`src/rtl/xbs_pkg.sv`:
```
package xbs_pkg;
  localparam int CPU_DW = 32;
  localparam int BUS_DW = 16;

  typedef enum logic [1:0] {
    SZ_BYTE = 2'd0,
    SZ_WORD = 2'd1,
    SZ_LONG = 2'd2
  } xfer_size_e;

  typedef enum logic [1:0] {
    ST_IDLE = 2'd0,
    ST_RUN  = 2'd1,
    ST_DONE = 2'd2
  } seq_state_e;

  typedef struct packed {
    logic [BUS_DW-1:0] dout;
    logic              hi;
    logic              lo;
  } lane_drv_t;
endpackage

```
`src/rtl/xbs_width_reg.sv`:
```
module xbs_width_reg #(
  parameter int NUM_CS = 8
) (
  input  logic              clk,
  input  logic              rst,
  input  logic              boot_narrow,
  input  logic              cfg_we,
  input  logic [NUM_CS-1:0] cfg_wdata,
  output logic [NUM_CS-1:0] width_map,
  output logic [NUM_CS-1:0] cfg_rdata
);
  localparam int PROG = NUM_CS - 1;

  logic [PROG-1:0] prog_q;
  logic            boot_q;

  always_ff @(posedge clk) begin
    if (rst) begin
      prog_q <= '0;
      boot_q <= boot_narrow;
    end else if (cfg_we) begin
      prog_q <= cfg_wdata[PROG-1:0];
    end
  end

  assign width_map = {boot_q, prog_q};
  assign cfg_rdata = {1'b0, prog_q};

  // boot width frozen once reset is released
  assert_boot_hold_R3: assert property (@(posedge clk) disable iff (rst)
    $past(!rst) |-> $stable(boot_q));

  // a write lands in the register on the next edge
  assert_cfg_load_R2: assert property (@(posedge clk) disable iff (rst)
    cfg_we |=> cfg_rdata[PROG-1:0] == $past(cfg_wdata[PROG-1:0]));
endmodule

```
`src/rtl/xbs_width_sel.sv`:
```
module xbs_width_sel #(
  parameter int NUM_CS = 8
) (
  input  logic [NUM_CS-1:0] cs_hit,
  input  logic [NUM_CS-1:0] width_map,
  output logic              narrow,
  output logic              cs_err
);
  localparam int CNT_W = $clog2(NUM_CS + 1);

  logic [CNT_W-1:0] hit_cnt;
  logic             narrow_any;

  always_comb begin
    hit_cnt    = '0;
    narrow_any = 1'b0;
    for (int i = 0; i < NUM_CS; i++) begin
      if (cs_hit[i]) begin
        hit_cnt    = hit_cnt + CNT_W'(1);
        narrow_any = narrow_any | width_map[i];
      end
    end
    cs_err = (hit_cnt != CNT_W'(1));
    narrow = !cs_err && narrow_any;
  end
endmodule

```
`src/rtl/xbs_seq.sv`:
```
module xbs_seq import xbs_pkg::*; #(
  parameter int ADDR_W = 24,
  parameter int WAIT_W = 4
) (
  input  logic              clk,
  input  logic              rst,
  input  logic              fast_cycle,
  input  logic [WAIT_W-1:0] wait_states,
  input  logic              req_valid,
  input  logic [ADDR_W-1:0] req_addr,
  input  logic [1:0]        req_size,
  input  logic              req_write,
  input  logic [CPU_DW-1:0] req_wdata,
  input  logic              req_narrow,
  input  logic              req_err,
  output logic              ack,
  output logic              ack_err,
  output logic [CPU_DW-1:0] rdata,
  output logic [ADDR_W-1:0] bus_addr,
  output logic              bus_strobe,
  output logic              bus_write,
  output logic [BUS_DW-1:0] bus_dout,
  input  logic [BUS_DW-1:0] bus_din,
  output logic              bus_lane_hi,
  output logic              bus_lane_lo
);
  localparam int LEN_W = WAIT_W + 2;

  function automatic logic [2:0] nsub_of(input logic [1:0] sz, input logic nar);
    if (sz == SZ_BYTE)      return 3'd1;
    else if (sz == SZ_WORD) return nar ? 3'd2 : 3'd1;
    else                    return nar ? 3'd4 : 3'd2;
  endfunction

  function automatic lane_drv_t lane_plan(input logic [CPU_DW-1:0] wd,
                                          input logic [1:0] sz, input logic nar,
                                          input logic [2:0] idx, input logic [2:0] n,
                                          input logic odd);
    lane_drv_t         d;
    logic [2:0]        rem;
    logic [CPU_DW-1:0] sh;
    rem = n - 3'd1 - idx;
    if (nar) begin
      sh     = wd >> ({2'b00, rem} << 3);
      d.dout = {8'h00, sh[7:0]};
      d.hi   = 1'b0;
      d.lo   = 1'b1;
    end else if (sz == SZ_BYTE) begin
      d.dout = {wd[7:0], wd[7:0]};
      d.hi   = !odd;
      d.lo   = odd;
    end else begin
      sh     = wd >> ({2'b00, rem} << 4);
      d.dout = sh[BUS_DW-1:0];
      d.hi   = 1'b1;
      d.lo   = 1'b1;
    end
    return d;
  endfunction

  seq_state_e        state_q;
  logic [ADDR_W-1:0] addr_q;
  logic [1:0]        size_q;
  logic              write_q, narrow_q, err_q;
  logic [CPU_DW-1:0] wdata_q, hold_q, hold_nx, rdata_q;
  logic [2:0]        nsub_q, sub_q;
  logic [LEN_W-1:0]  len_q, cnt_q, len_nx;
  logic [7:0]        byte_in;
  logic              strobe_q, lane_hi_q, lane_lo_q, ack_q, ack_err_q;
  logic [BUS_DW-1:0] dout_q;
  lane_drv_t         first_drv, next_drv;
  logic [ADDR_W-1:0] step;
  logic [2:0]        req_nsub;

  assign req_nsub  = nsub_of(req_size, req_narrow);
  assign first_drv = lane_plan(req_wdata, req_size, req_narrow, 3'd0, req_nsub, req_addr[0]);
  assign next_drv  = lane_plan(wdata_q, size_q, narrow_q, sub_q + 3'd1, nsub_q, addr_q[0]);
  assign step      = narrow_q ? ADDR_W'(1) : ADDR_W'(2);
  assign len_nx    = ((fast_cycle && !req_write) ? LEN_W'(3) : LEN_W'(4)) + LEN_W'(wait_states);

  always_comb begin
    if (narrow_q || addr_q[0]) byte_in = bus_din[7:0];
    else                       byte_in = bus_din[15:8];
    if (narrow_q || size_q == SZ_BYTE) hold_nx = {hold_q[CPU_DW-9:0], byte_in};
    else                               hold_nx = {hold_q[CPU_DW-BUS_DW-1:0], bus_din};
  end

  always_ff @(posedge clk) begin
    if (rst) begin
      state_q   <= ST_IDLE;
      addr_q    <= '0;
      size_q    <= '0;
      write_q   <= 1'b0;
      narrow_q  <= 1'b0;
      err_q     <= 1'b0;
      wdata_q   <= '0;
      hold_q    <= '0;
      rdata_q   <= '0;
      nsub_q    <= 3'd1;
      sub_q     <= '0;
      len_q     <= LEN_W'(4);
      cnt_q     <= '0;
      strobe_q  <= 1'b0;
      lane_hi_q <= 1'b0;
      lane_lo_q <= 1'b0;
      dout_q    <= '0;
      ack_q     <= 1'b0;
      ack_err_q <= 1'b0;
    end else begin
      ack_q     <= 1'b0;
      ack_err_q <= 1'b0;
      unique case (state_q)
        ST_IDLE: begin
          if (req_valid) begin
            addr_q    <= req_addr;
            size_q    <= req_size;
            write_q   <= req_write;
            narrow_q  <= req_narrow;
            err_q     <= req_err;
            wdata_q   <= req_wdata;
            nsub_q    <= req_nsub;
            len_q     <= len_nx;
            sub_q     <= '0;
            cnt_q     <= '0;
            hold_q    <= '0;
            strobe_q  <= 1'b1;
            lane_hi_q <= first_drv.hi;
            lane_lo_q <= first_drv.lo;
            dout_q    <= req_write ? first_drv.dout : '0;
            state_q   <= ST_RUN;
          end
        end
        ST_RUN: begin
          if (cnt_q == len_q - LEN_W'(1)) begin
            if (!write_q) hold_q <= hold_nx;
            if (sub_q == nsub_q - 3'd1) begin
              strobe_q  <= 1'b0;
              lane_hi_q <= 1'b0;
              lane_lo_q <= 1'b0;
              ack_q     <= 1'b1;
              ack_err_q <= err_q;
              rdata_q   <= write_q ? '0 : hold_nx;
              state_q   <= ST_DONE;
            end else begin
              sub_q     <= sub_q + 3'd1;
              cnt_q     <= '0;
              addr_q    <= addr_q + step;
              lane_hi_q <= next_drv.hi;
              lane_lo_q <= next_drv.lo;
              dout_q    <= write_q ? next_drv.dout : '0;
            end
          end else begin
            cnt_q <= cnt_q + LEN_W'(1);
          end
        end
        ST_DONE: state_q <= ST_IDLE;
        default: state_q <= ST_IDLE;
      endcase
    end
  end

  assign ack         = ack_q;
  assign ack_err     = ack_err_q;
  assign rdata       = rdata_q;
  assign bus_addr    = addr_q;
  assign bus_strobe  = strobe_q;
  assign bus_write   = write_q;
  assign bus_dout    = dout_q;
  assign bus_lane_hi = lane_hi_q;
  assign bus_lane_lo = lane_lo_q;

  assert_ack_pulse_R10: assert property (@(posedge clk) disable iff (rst)
    ack |=> !ack);

  assert_ack_bus_idle_R10: assert property (@(posedge clk) disable iff (rst)
    ack |-> !bus_strobe);

  assert_narrow_lane_R7: assert property (@(posedge clk) disable iff (rst)
    (bus_strobe && narrow_q) |-> (bus_lane_lo && !bus_lane_hi));

  assert_addr_step_R6: assert property (@(posedge clk) disable iff (rst)
    (bus_strobe && $past(bus_strobe) && bus_addr != $past(bus_addr))
      |-> bus_addr == $past(bus_addr) + step);

  assert_sub_bound_R5: assert property (@(posedge clk) disable iff (rst)
    bus_strobe |-> (sub_q < nsub_q));

  assert_strobe_len_R9: assert property (@(posedge clk) disable iff (rst)
    bus_strobe |-> (cnt_q < len_q));
endmodule

```
`src/rtl/extbus_sizer.sv`:
```
module extbus_sizer import xbs_pkg::*; #(
  parameter int NUM_CS = 8,
  parameter int ADDR_W = 24,
  parameter int WAIT_W = 4
) (
  input  logic              clk,
  input  logic              rst,
  input  logic              boot_narrow,
  input  logic              cfg_we,
  input  logic [NUM_CS-1:0] cfg_wdata,
  output logic [NUM_CS-1:0] cfg_rdata,
  input  logic              fast_cycle,
  input  logic [WAIT_W-1:0] wait_states,
  input  logic              req_valid,
  input  logic [ADDR_W-1:0] req_addr,
  input  logic [1:0]        req_size,
  input  logic              req_write,
  input  logic [CPU_DW-1:0] req_wdata,
  input  logic [NUM_CS-1:0] req_cs,
  output logic              ack,
  output logic              ack_err,
  output logic [CPU_DW-1:0] rdata,
  output logic [ADDR_W-1:0] bus_addr,
  output logic              bus_strobe,
  output logic              bus_write,
  output logic [BUS_DW-1:0] bus_dout,
  input  logic [BUS_DW-1:0] bus_din,
  output logic              bus_lane_hi,
  output logic              bus_lane_lo
);
  logic [NUM_CS-1:0] width_map;
  logic              sel_narrow, sel_err;

  xbs_width_reg #(.NUM_CS(NUM_CS)) u_wreg (
    .clk(clk), .rst(rst), .boot_narrow(boot_narrow),
    .cfg_we(cfg_we), .cfg_wdata(cfg_wdata),
    .width_map(width_map), .cfg_rdata(cfg_rdata)
  );

  xbs_width_sel #(.NUM_CS(NUM_CS)) u_wsel (
    .cs_hit(req_cs), .width_map(width_map),
    .narrow(sel_narrow), .cs_err(sel_err)
  );

  xbs_seq #(.ADDR_W(ADDR_W), .WAIT_W(WAIT_W)) u_seq (
    .clk(clk), .rst(rst),
    .fast_cycle(fast_cycle), .wait_states(wait_states),
    .req_valid(req_valid), .req_addr(req_addr), .req_size(req_size),
    .req_write(req_write), .req_wdata(req_wdata),
    .req_narrow(sel_narrow), .req_err(sel_err),
    .ack(ack), .ack_err(ack_err), .rdata(rdata),
    .bus_addr(bus_addr), .bus_strobe(bus_strobe), .bus_write(bus_write),
    .bus_dout(bus_dout), .bus_din(bus_din),
    .bus_lane_hi(bus_lane_hi), .bus_lane_lo(bus_lane_lo)
  );
endmodule

```
`config.mk`:
```
export PLATFORM = sky130hd
export DESIGN_NAME = extbus_sizer
export DESIGN_NICKNAME = d
export VERILOG_FILES = /design/src/rtl/xbs_pkg.sv /design/src/rtl/xbs_width_reg.sv /design/src/rtl/xbs_width_sel.sv /design/src/rtl/xbs_seq.sv /design/src/rtl/extbus_sizer.sv
export SDC_FILE = /design/constraint.sdc
export NUM_CORES = 1
export LEC_CHECK = 0
export BUFFER_PORTS_ARGS = -buffer_cell sky130_fd_sc_hd__buf_2
export CAP_MARGIN = 25
export CORE_ASPECT_RATIO = 0.9
export CORE_MARGIN = 2
export CORE_UTILIZATION = 45
export CTS_BUF_LIST = sky130_fd_sc_hd__clkbuf_8
export DETAILED_ROUTE_END_ITERATION = 8
export PLACE_DENSITY = 0.67
export SLEW_MARGIN = 5
export SYNTH_ARGS = -nofsm -noshare
export SYNTH_HDL_FRONTEND = slang
export SYNTH_HIERARCHICAL = 1
export SYNTH_SLANG_ARGS = --single-unit
```
`constraint.sdc`:
```
create_clock -name clk -period 10.5 [get_ports clk]
set_input_delay 0.525 -clock clk [delete_from_list [all_inputs] [get_ports clk]]
set_output_delay 0.525 -clock clk [all_outputs]
set_load 0.03 [all_outputs]
```
=== After elaboration in Yosys (flattened, before gate mapping) ===
Index checks and enable logic that the tools add are counted.
Widths: inputs -> output; s select.

* Register bits after elaboration: 166
* Input port bits: 101
* Output and inout port bits: 86
* Word-level logic and storage cells: 151

* Add/subtract/negate cells: 15
* Equal/unequal tests: 11
* Shift-type cells: 4
* Multiplexer cells: 68
* Bitwise gates (word level): 10
* Reductions and logical operators: 22

{| class="wikitable"
|+ Operators by type and width
! kind !! count
|-
| $mux 24 || 6
|-
| $pmux 24 s2 || 2
|-
| $mux 16 || 5
|-
| $mux 18 || 4
|-
| $mux 32 || 2
|-
| $shr 32x5->16 || 2
|-
| $shr 32x5->8 || 2
|-
| $pmux 16 s2 || 1
|-
| $add 4x1->4 const B || 7
|-
| $mux 4 || 7
|-
| $add 24x24->24 || 1
|-
| $mux 3 || 7
|-
| $mux 1 || 19
|-
| $mux 6 || 3
|-
| $pmux 6 s2 || 1
|-
| $reduce_and 3->1 || 4
|-
| $reduce_and 4->1 || 3
|-
| $mux 2 || 5
|-
| $mux 8 || 1
|-
| $or 1x1->1 || 7
|-
| $add 6x1->6 const B || 1
|-
| $add 6x4->6 || 1
|-
| $eq 6x6->1 || 1
|-
| $logic_not 2->1 || 3
|-
| other kinds (22) || 35
|}

=== Depth between registers and ports, before layout ===
Gate-level depths: netlist of the first run.

* Depth in word-level cells: 28
* Mapped depth: 31
* Gate-level depth less buffers: 30

=== By module ===
The synthesis of the first run kept the hierarchy.

{| class="wikitable"
|+ By module, submodules not included
! module !! times used !! cells an instance !! area each (um^2) !! sequential area each (um^2)
|-
| xbs_seq || 1 || 1042 || 8335.5 || 3143.0
|-
| xbs_width_sel || 1 || 64 || 521.8 || 0.0
|-
| xbs_width_reg || 1 || 33 || 349.1 || 170.2
|}

=== Least setup slack after synthesis of the first run ===
Ideal clock, no wire load.

* Path kind: input to register
* Start: input req_cs[0]
* End: register u_seq.dout_q[7], in the netlist u_seq/bus_dout[7]
* Library setup time: 0.134 ns
* Arrival: 5.690 ns
* Data required time: 10.366 ns
* Setup slack: 4.676 ns
* Stages on the path: 31
* Path buffers: 1
* Path through: inv_1 -> ha_1 -> xor2_2 -> ha_1 -> mux2_2 -> ha_1 -> nand2_1 -> o21ai_1 -> or2_1 -> ha_1 -> nand2b_1 -> o31ai_2 -> inv_1 -> ha_1 -> nor2_1 -> a21oi_1 -> ha_1 -> nand2_1 -> xnor2_1 -> xnor2_1 -> nand4_1 -> nor2b_4 -> inv_1 -> ha_1 -> o21ba_2 -> clkbuf_1 -> mux2_2 -> nand2_1 -> a211oi_1 -> nor4_1 -> a211oi_1

* Cells in the longest elaborated chain, start to end: 28
* Elaborated cells on any way between the ends: 45
* Classes of those cells: 8 x add/sub; 1 x eq/ne; 2 x shift; 25 x mux; 7 x bitwise; 2 x reduce/logical

{| class="wikitable"
|+ RTL lines
! element !! line !! source
|-
| start, declared || extbus_sizer.sv:19 || <nowiki>input logic [NUM_CS-1:0] req_cs,</nowiki>
|-
| $mux 1 || xbs_width_sel.sv:18 || <nowiki>if (cs_hit[i]) begin</nowiki>
|-
| $add 4x1->4 || xbs_width_sel.sv:19 || <nowiki>hit_cnt = hit_cnt + CNT_W'(1);</nowiki>
|-
| $mux 4 || xbs_width_sel.sv:18 ||
|-
| $add 4x1->4 || xbs_width_sel.sv:19 ||
|-
| $mux 4 || xbs_width_sel.sv:18 ||
|-
| $add 4x1->4 || xbs_width_sel.sv:19 ||
|-
| $mux 4 || xbs_width_sel.sv:18 ||
|-
| $add 4x1->4 || xbs_width_sel.sv:19 ||
|-
| [10 not listed] || n/a ||
|-
| via sel_narrow || extbus_sizer.sv:32 || <nowiki>logic sel_narrow, sel_err;</nowiki>
|-
| [2 not listed] || n/a ||
|-
| $mux 3 || xbs_seq.sv:30 || <nowiki>if (sz == SZ_BYTE) return 3'd1;</nowiki>
|-
| $sub 2x1->2 || xbs_seq.sv:42 || <nowiki>rem = n - 3'd1 - idx;</nowiki>
|-
| $shr 32x5->16 || xbs_seq.sv:53 || <nowiki>sh = wd >> ({2'b00, rem} << 4);</nowiki>
|-
| $mux 18 || xbs_seq.sv:48 || <nowiki>end else if (sz == SZ_BYTE) begin</nowiki>
|-
| $mux 18 * || xbs_seq.sv:43 || <nowiki>if (nar) begin</nowiki>
|-
| $mux 16 * || xbs_seq.sv:129 || <nowiki>dout_q <= req_write ? first_drv.dout : '0;</nowiki>
|-
| $mux 16 * || xbs_seq.sv:114 || <nowiki>if (req_valid) begin</nowiki>
|-
| $pmux 16 s2 * || xbs_seq.sv:112 || <nowiki>unique case (state_q)</nowiki>
|-
| end signal, assigned || xbs_seq.sv:129 ||
|-
| end signal, assigned || xbs_seq.sv:150 || <nowiki>dout_q <= write_q ? next_drv.dout : '0;</nowiki>
|-
| end, declared || xbs_seq.sv:70 || <nowiki>logic [BUS_DW-1:0] dout_q;</nowiki>
|}

Mark *: on every way through the listed nets, which the timed path passes. The rest lies on a longest branch. The select of a mux whose other input is x is not followed.
A chain may end at the register's enable or synchronous reset.

=== Final worst setup path of the first run ===
* Start: input req_cs[0]
* End: register u_seq.dout_q[5], in the netlist u_seq/bus_dout[5]

Same word-level chain as after synthesis.

==> results.md, run 1 <==
* Measured slew at the worst slew-check pin at 1.071 ns
* Most numerous cell on the critical path: ha_1
* Asr flop ratio synth at 0%
* Synth area leader: dfxtp_1
* Critical path type: in -> reg
* DR WL/cell at 17.87 µm
* Post-route ant nets at 0
* RSZ-0062 raised after global routing: false
* Crit path from: req_cs[0]
* Tot GR Track Use at 25.14%
* CP endpoint kind: flop
* Synthesized flop and latch total at 165
* Worst Path Required at 10.89 ns
* Die ar. at 21620 µm²
* Synthesized Nets at 1261
* Worst Clk Skew at 0.02088 ns
* Top cell type's share of synthesized area at 35.66%
* H-Tree Depth at 4
* Synthesized area per cell at 8.083 µm²
* Max Freq at 0.1402 GHz
* Largest net degree at the start of global routing at 85
* Startpoint types: primary input
* Final TNS setup at 0 ns
* Post-synthesis cell count at 1139
* Total grt overflow at 0
* Die height at 139.7 µm
* Root buf cell: clkbuf_8
* Clk sinks at 165
* Syn. warnings at 6
* Area growth syn-to-layout at 14.99%
* Hpwl dp at 18480 µm
* DR vias at 8937
* Total I/O pin count at 187
* Fin Hold WS at 0.2313 ns
* RePlAce Congestion at 0.8487
* Worst r2r src: u_wreg/prog_q[2]
* Crit-path max FO at 27
* Maximum vdd drop at 0.00008227 V
* Initial antenna violation count at 0
* Vias/cell at 5.826
* Main synth FF type: dfxtp_1
* Clock slew at reported path FFs at 0.10 ns
* Final setup violation count at 0
* Insertion delay to the later sink of the worst-skew pair at 0.48 ns
* Hold buffer count at cts at 0
* PostCTS Resize Cnt at 0
* Status: completed
* EDFF count, synth at 1
* IO buf count at 184
* Worst path max stage delay at 0.59 ns
* WP data arrival at 7.52 ns
* CTS max path bufs at 2
* Post-synthesis cell area at 9206 µm²
* ANT cells at 0
* DP Area at 10180 µm²
* Top area cells in the synthesized netlist: dfxtp_1 (36%), nand2_1 (8.9%), a21oi_1 (5.6%), mux2i_1 (3.5%), a22o_1 (3.3%)
* Max Cap Viol at 0
* CTS tree: yes
* Fin crit period at 7.131 ns
* Fin. max-slew vios at 0
* Fillers at 1925
* FP Rows at 49
* Cell with the most instances after synthesis: nand2_1
* Fin crit share at 67.91%
* CTS buffer count at 17
* Initial Utilization at 45.92%
* Worst min path class: in -> reg
* Final nets at 1388
* WL final at 27410 µm
* Most frequent cells after synthesis: nand2_1 (218), dfxtp_1 (164), a21oi_1 (103), clkbuf_1 (64), nor2_1 (56)
* Post-CTS setup buffer count at 0
* Critical path's slowest cell: nor2_1
* Core outline area at 20050 µm²
* First-pass GRT wire length at 44170 µm
* Final cell area excluding filler cells at 10590 µm²
* Seq/Total Area, Yosys at 35.99%
* DRT iter0 DRCs at 717
* Die W at 154.8 µm
* Hold_sp: boot_narrow
* PD cells at 150.3 nW/µm²
* Drt first pass iters at 5
* # DRC at 0
* Share of cells above drive strength 1 at 21.58%
* Final Hold Vio Count at 0
* Slew HR at 28.48%
* Utilization of the core after routing at 52.81%
* Vias in the first global route at 8373
* Unique masters post-synth at 82
* Leak pwr at 4.377 nW
-- worst paths after layout --
| kind | end | slack, ns | cells after the start |
|---|---|---|---|
| worst max-delay path | u_seq/bus_dout[5] | 3.37 | 31 |
| worst min-delay path | u_wreg/boot_q | 0.23 | 1 |
| worst max register to register | u_seq/bus_dout[5] | 6.54 | 12 |
| worst min register to register | u_seq/rdata[3] | 0.45 | 2 |
-- layout make-up --
type / count / area, µm² / area share [%]
sequential: 165 / 3313 / 31.30
clock buffer: 17 / 234.0 / 2.210
tap: 255 / 319.1 / 3.014
multi-input combinational: 853 / 5384 / 50.86
timing repair buffer: 202 / 1059 / 9.999
clock inverter: 15 / 176.4 / 1.666
inverter: 27 / 101.3 / 0.9573
-- state kept, by name, summed over array words and instances, names as in the netlist, 3 cells and up --
signal	flops
u_seq/sub_q	3
u_seq/nsub_q	3
u_seq/cnt_q	6
u_seq/bus_dout	16
u_seq/len_q	5
u_seq/hold_q	24
u_wreg/prog_q	7
u_seq/wdata_q	32
u_seq/bus_addr	24
u_seq/rdata	32
-- routing by layer --
| metal | wire [µm] | share of wire, % | GRT usage [%] | vias to the layer above |
|---|---|---|---|---|
| met5 | 0 | 0 | 0 | - |
| met4 | 381 | 1.4 | 6.725 | 0 |
| met3 | 1770 | 6.5 | 5.450 | 39 |
| met2 | 12530 | 46 | 39.92 | 339 |
| met1 | 12730 | 46 | 34.67 | 4180 |
| li1 | - | - | - | 4379 |
-- layout by cell type (no fill, tap or decap), drive strengths merged, types with 25 or more instances in the layout --
master / Yosys / layout
nor3: 34 / 34
nand2: 218 / 218
buf: 30 / 202
a22o: 35 / 35
dfxtp: 164 / 164
o21ai: 49 / 49
mux2i: 32 / 32
mux2: 25 / 25
nor2: 56 / 56
a211oi: 39 / 39
a21oi: 103 / 103
inv: 27 / 36
-- cells by family after synthesis --
family,Yosys count,share of synthesized area [%]
multiplexers,57,6.537
adder cells (fa/ha/maj),21,3.017
XOR/XNOR,23,2.908
other,1,0.04073
buffers and inverters,121,5.749
flip-flops,165,35.99
AO/OA/AOI/OAI,336,24.90
AND/OR/NAND/NOR,415,20.86
-- worst max-delay path: cells and delay by family --
kind,cells,cell delay [ns]
compound gates,7,1.55
xor+xnor,3,0.62
fa+ha+maj,7,2.25
buf+inv,4,0.37
mux,1,0.27
simple gates,9,1.92
-- stage by stage --
| stage | setup WS, ns | cells | power [mW] |
|---|---|---|---|
| floorplan | 4.676 | 1139 | 0.9967 |
| global placement | 3.241 | 1502 | 1.113 |
| detailed placement | 3.044 | 1502 | 1.119 |
| CTS | 3.555 | 1534 | 1.595 |
| global route | 3.052 | 1534 | 1.670 |
| finish | 3.369 | 1534 | 1.591 |
-- report_power, final --
group	total, mW	internal, mW	switching [mW]	leakage (nW)
sequential	0.689	0.657	0.0319	1.35
combinational	0.423	0.148	0.275	2.82
clock	0.480	0.184	0.296	0.208
total	1.59	0.989	0.602	4.38
Note: power is estimated with default switching activity, not from simulation.
==> inputs of run 2 (changes only) <==
--- a/config.mk
+++ b/config.mk
@@ -12,7 +12,7 @@
 export CORE_UTILIZATION = 45
 export CTS_BUF_LIST = sky130_fd_sc_hd__clkbuf_8
 export DETAILED_ROUTE_END_ITERATION = 8
-export PLACE_DENSITY = 0.67
+export PLACE_DENSITY = 0.7
 export SLEW_MARGIN = 5
 export SYNTH_ARGS = -nofsm -noshare
 export SYNTH_HDL_FRONTEND = slang
==> constraint.sdc (replaced) <==
create_clock -name clk -period 5.95 [get_ports clk]
set_input_delay 0.2975 -clock clk [delete_from_list [all_inputs] [get_ports clk]]
set_output_delay 0.2975 -clock clk [all_outputs]
set_load 0.03 [all_outputs]
==> results.md, run 2 (synthesized netlist as in run 1, its figures left out) <==
* Vias/cell at 5.890
* Post-Place Cells at 1507
* Clock slew at reported path FFs at 0.10 ns
* CTS max path bufs at 2
* Worst min path class: in -> reg
* Slew HR at 36.13%
* CTS buffer count at 17
* Fin crit share at 92.73%
* Most common cell after layout, fill and taps aside: nand2_1
* Critical path type: in -> reg
* Worst path max stage delay at 0.41 ns
* Die ar. at 21620 µm²
* DR WL/cell at 18.09 µm
* Startpoint types: primary input
* Core outline area at 20050 µm²
* Root buf cell: clkbuf_8
* Status: completed
* Final setup violation count at 0
* DR vias at 9077
* Fin crit period at 5.517 ns
* # DRC at 0
* RSZ-0062 raised after global routing: false
* Post-route ant nets at 0
* Crit-path max FO at 8
* Drt first pass iters at 5
* Final nets at 1395
* Final TNS setup at 0 ns
* Clk sinks at 165
* Total grt overflow at 0
* Final Hold Vio Count at 0
* Insertion delay to the later sink of the worst-skew pair at 0.47 ns
* Worst Clk Skew at 0.01532 ns
* RePlAce Congestion at 0.8880
* Commonest non-fill, non-tap cells in the layout: nand2_1 (218), buf_2 (183), dfxtp_1 (164)
* Initial antenna violation count at 0
* Initial Utilization at 45.92%
* DRT iter0 DRCs at 709
* Largest net degree at the start of global routing at 90
* Die W at 154.8 µm
* First-pass GRT wire length at 43920 µm
* R2R setup slack at 2.51 ns
* Max Freq at 0.1812 GHz
* Post-CTS setup buffer count at 0
* PD cells at 263.4 nW/µm²
* Leak pwr at 4.398 nW
* FP Rows at 49
* Hpwl dp at 18690 µm
* H-Tree Depth at 4
* Area growth syn-to-layout at 15.41%
* Measured slew at the worst slew-check pin at 0.9580 ns
* Die height at 139.7 µm
* Total I/O pin count at 187
* Footprint of the multi-input gates at 5395 µm²
* Utilization of the core after routing at 53.00%
* Storage element area at 3313 µm²
* Max Cap Viol at 0
* Non-filler cells, final at 1541
* CP endpoint kind: flop
* Tot Pwr at 2.799 mW
* WP data arrival at 5.82 ns
* Fillers at 1932
* Maximum vdd drop at 0.0001377 V
* Share of cells above drive strength 1 at 21.93%
* Worst r2r src: u_seq/state_q[0]
* Crit path from: req_cs[1]
* ANT cells at 0
* WL final at 27880 µm
* IO buf count at 184
* CTS tree: yes
* Vias in the first global route at 8507
* CP Capture Point: u_seq/bus_dout[7]
* Critical path's slowest cell: ha_1
* Worst flop-to-flop path endpoint: u_seq/bus_addr[21]
* Fin. max-slew vios at 0
* Worst Path Required at 6.26 ns
* Most numerous cell on the critical path: ha_1
* Tot GR Track Use at 25.02%
* Worst reg2reg path depth at 7
run 2: cell types whose count changed in the layout (fill, tap and decap cells not counted):
cell,change
buf_4,+6
clkinv_4,-1
clkinv_8,-4
clkinvlp_4,+2
dlygate4sd3_1,+1
inv_6,+1
inv_8,+2
xor2_2,-1
xor2_4,+1
run 2: area by class of cell:
type	instances	area share, %
repair buffers	209	10.48
well taps	255	3.003
inverters	27	0.9538
clock inverters	15	1.401
flip-flops and latches	165	31.18
multi-input cells	853	50.78
clock buffers	17	2.202
run 2: how the worst min path moves through the flow:
stage / start / end / slack (ns) / cells past startpoint
after floorplan: rst / u_wreg/prog_q[0] / 0.37 / 1
after global placement: u_seq/rdata[5] / u_seq/rdata[5] / 0.43 / 2
after detailed placement: u_seq/rdata[5] / u_seq/rdata[5] / 0.44 / 2
after CTS: cfg_wdata[0] / u_wreg/prog_q[0] / 0.04 / 3
after global routing: cfg_wdata[1] / u_wreg/prog_q[1] / 0.06 / 3
final: req_wdata[28] / u_seq/wdata_q[28] / 0.06 / 3
run 2: worst max-delay path: cells and delay by family:
kind                       cells  cell delay (ns)
and+or+nand+nor                9             1.27
buffers and inverters          4             0.34
adders and majority gates      7             1.94
muxes                          2             0.65
xor gates and xnor gates       3             0.53
AOI/OAI and AO/OA              6             0.81
run 2: per-stage QoR:
| step | area, µm² | worst slack [ns] | hold slack [ns] |
|---|---|---|---|
| final | 10630 | 0.4326 | 0.06253 |
| after CTS | 10610 | 0.4188 | 0.03534 |
| after global placement | 10210 | 0.1177 | 0.4343 |
| after detailed placement | 10210 | -0.01961 | 0.4398 |
| after global routing | 10630 | 0.009556 | 0.05814 |
| after floorplan | 9206 | 0.3534 | 0.3699 |
run 2: power by group:
part           internal [mW]  total (mW)  switching (mW)
combinational          0.272       0.762           0.490
sequential              1.16        1.22          0.0575
clock                  0.317       0.820           0.503
run 2: repair_timing:
action,4_1_cts,5_1_grt
hold buffers,1,0
resized for setup,0,1
endpoints found under the setup margin,0,2
hold endpoints to repair,1,0
run 2: metal layers:
metal / track usage, % / vias to the layer above / routed length [µm]
met5: 0 / - / 0
met4: 8.138 / 0 / 513
met3: 4.921 / 44 / 2230
met2: 41.24 / 405 / 13010
met1: 32.99 / 4247 / 12130
li1: - / 4381 / -
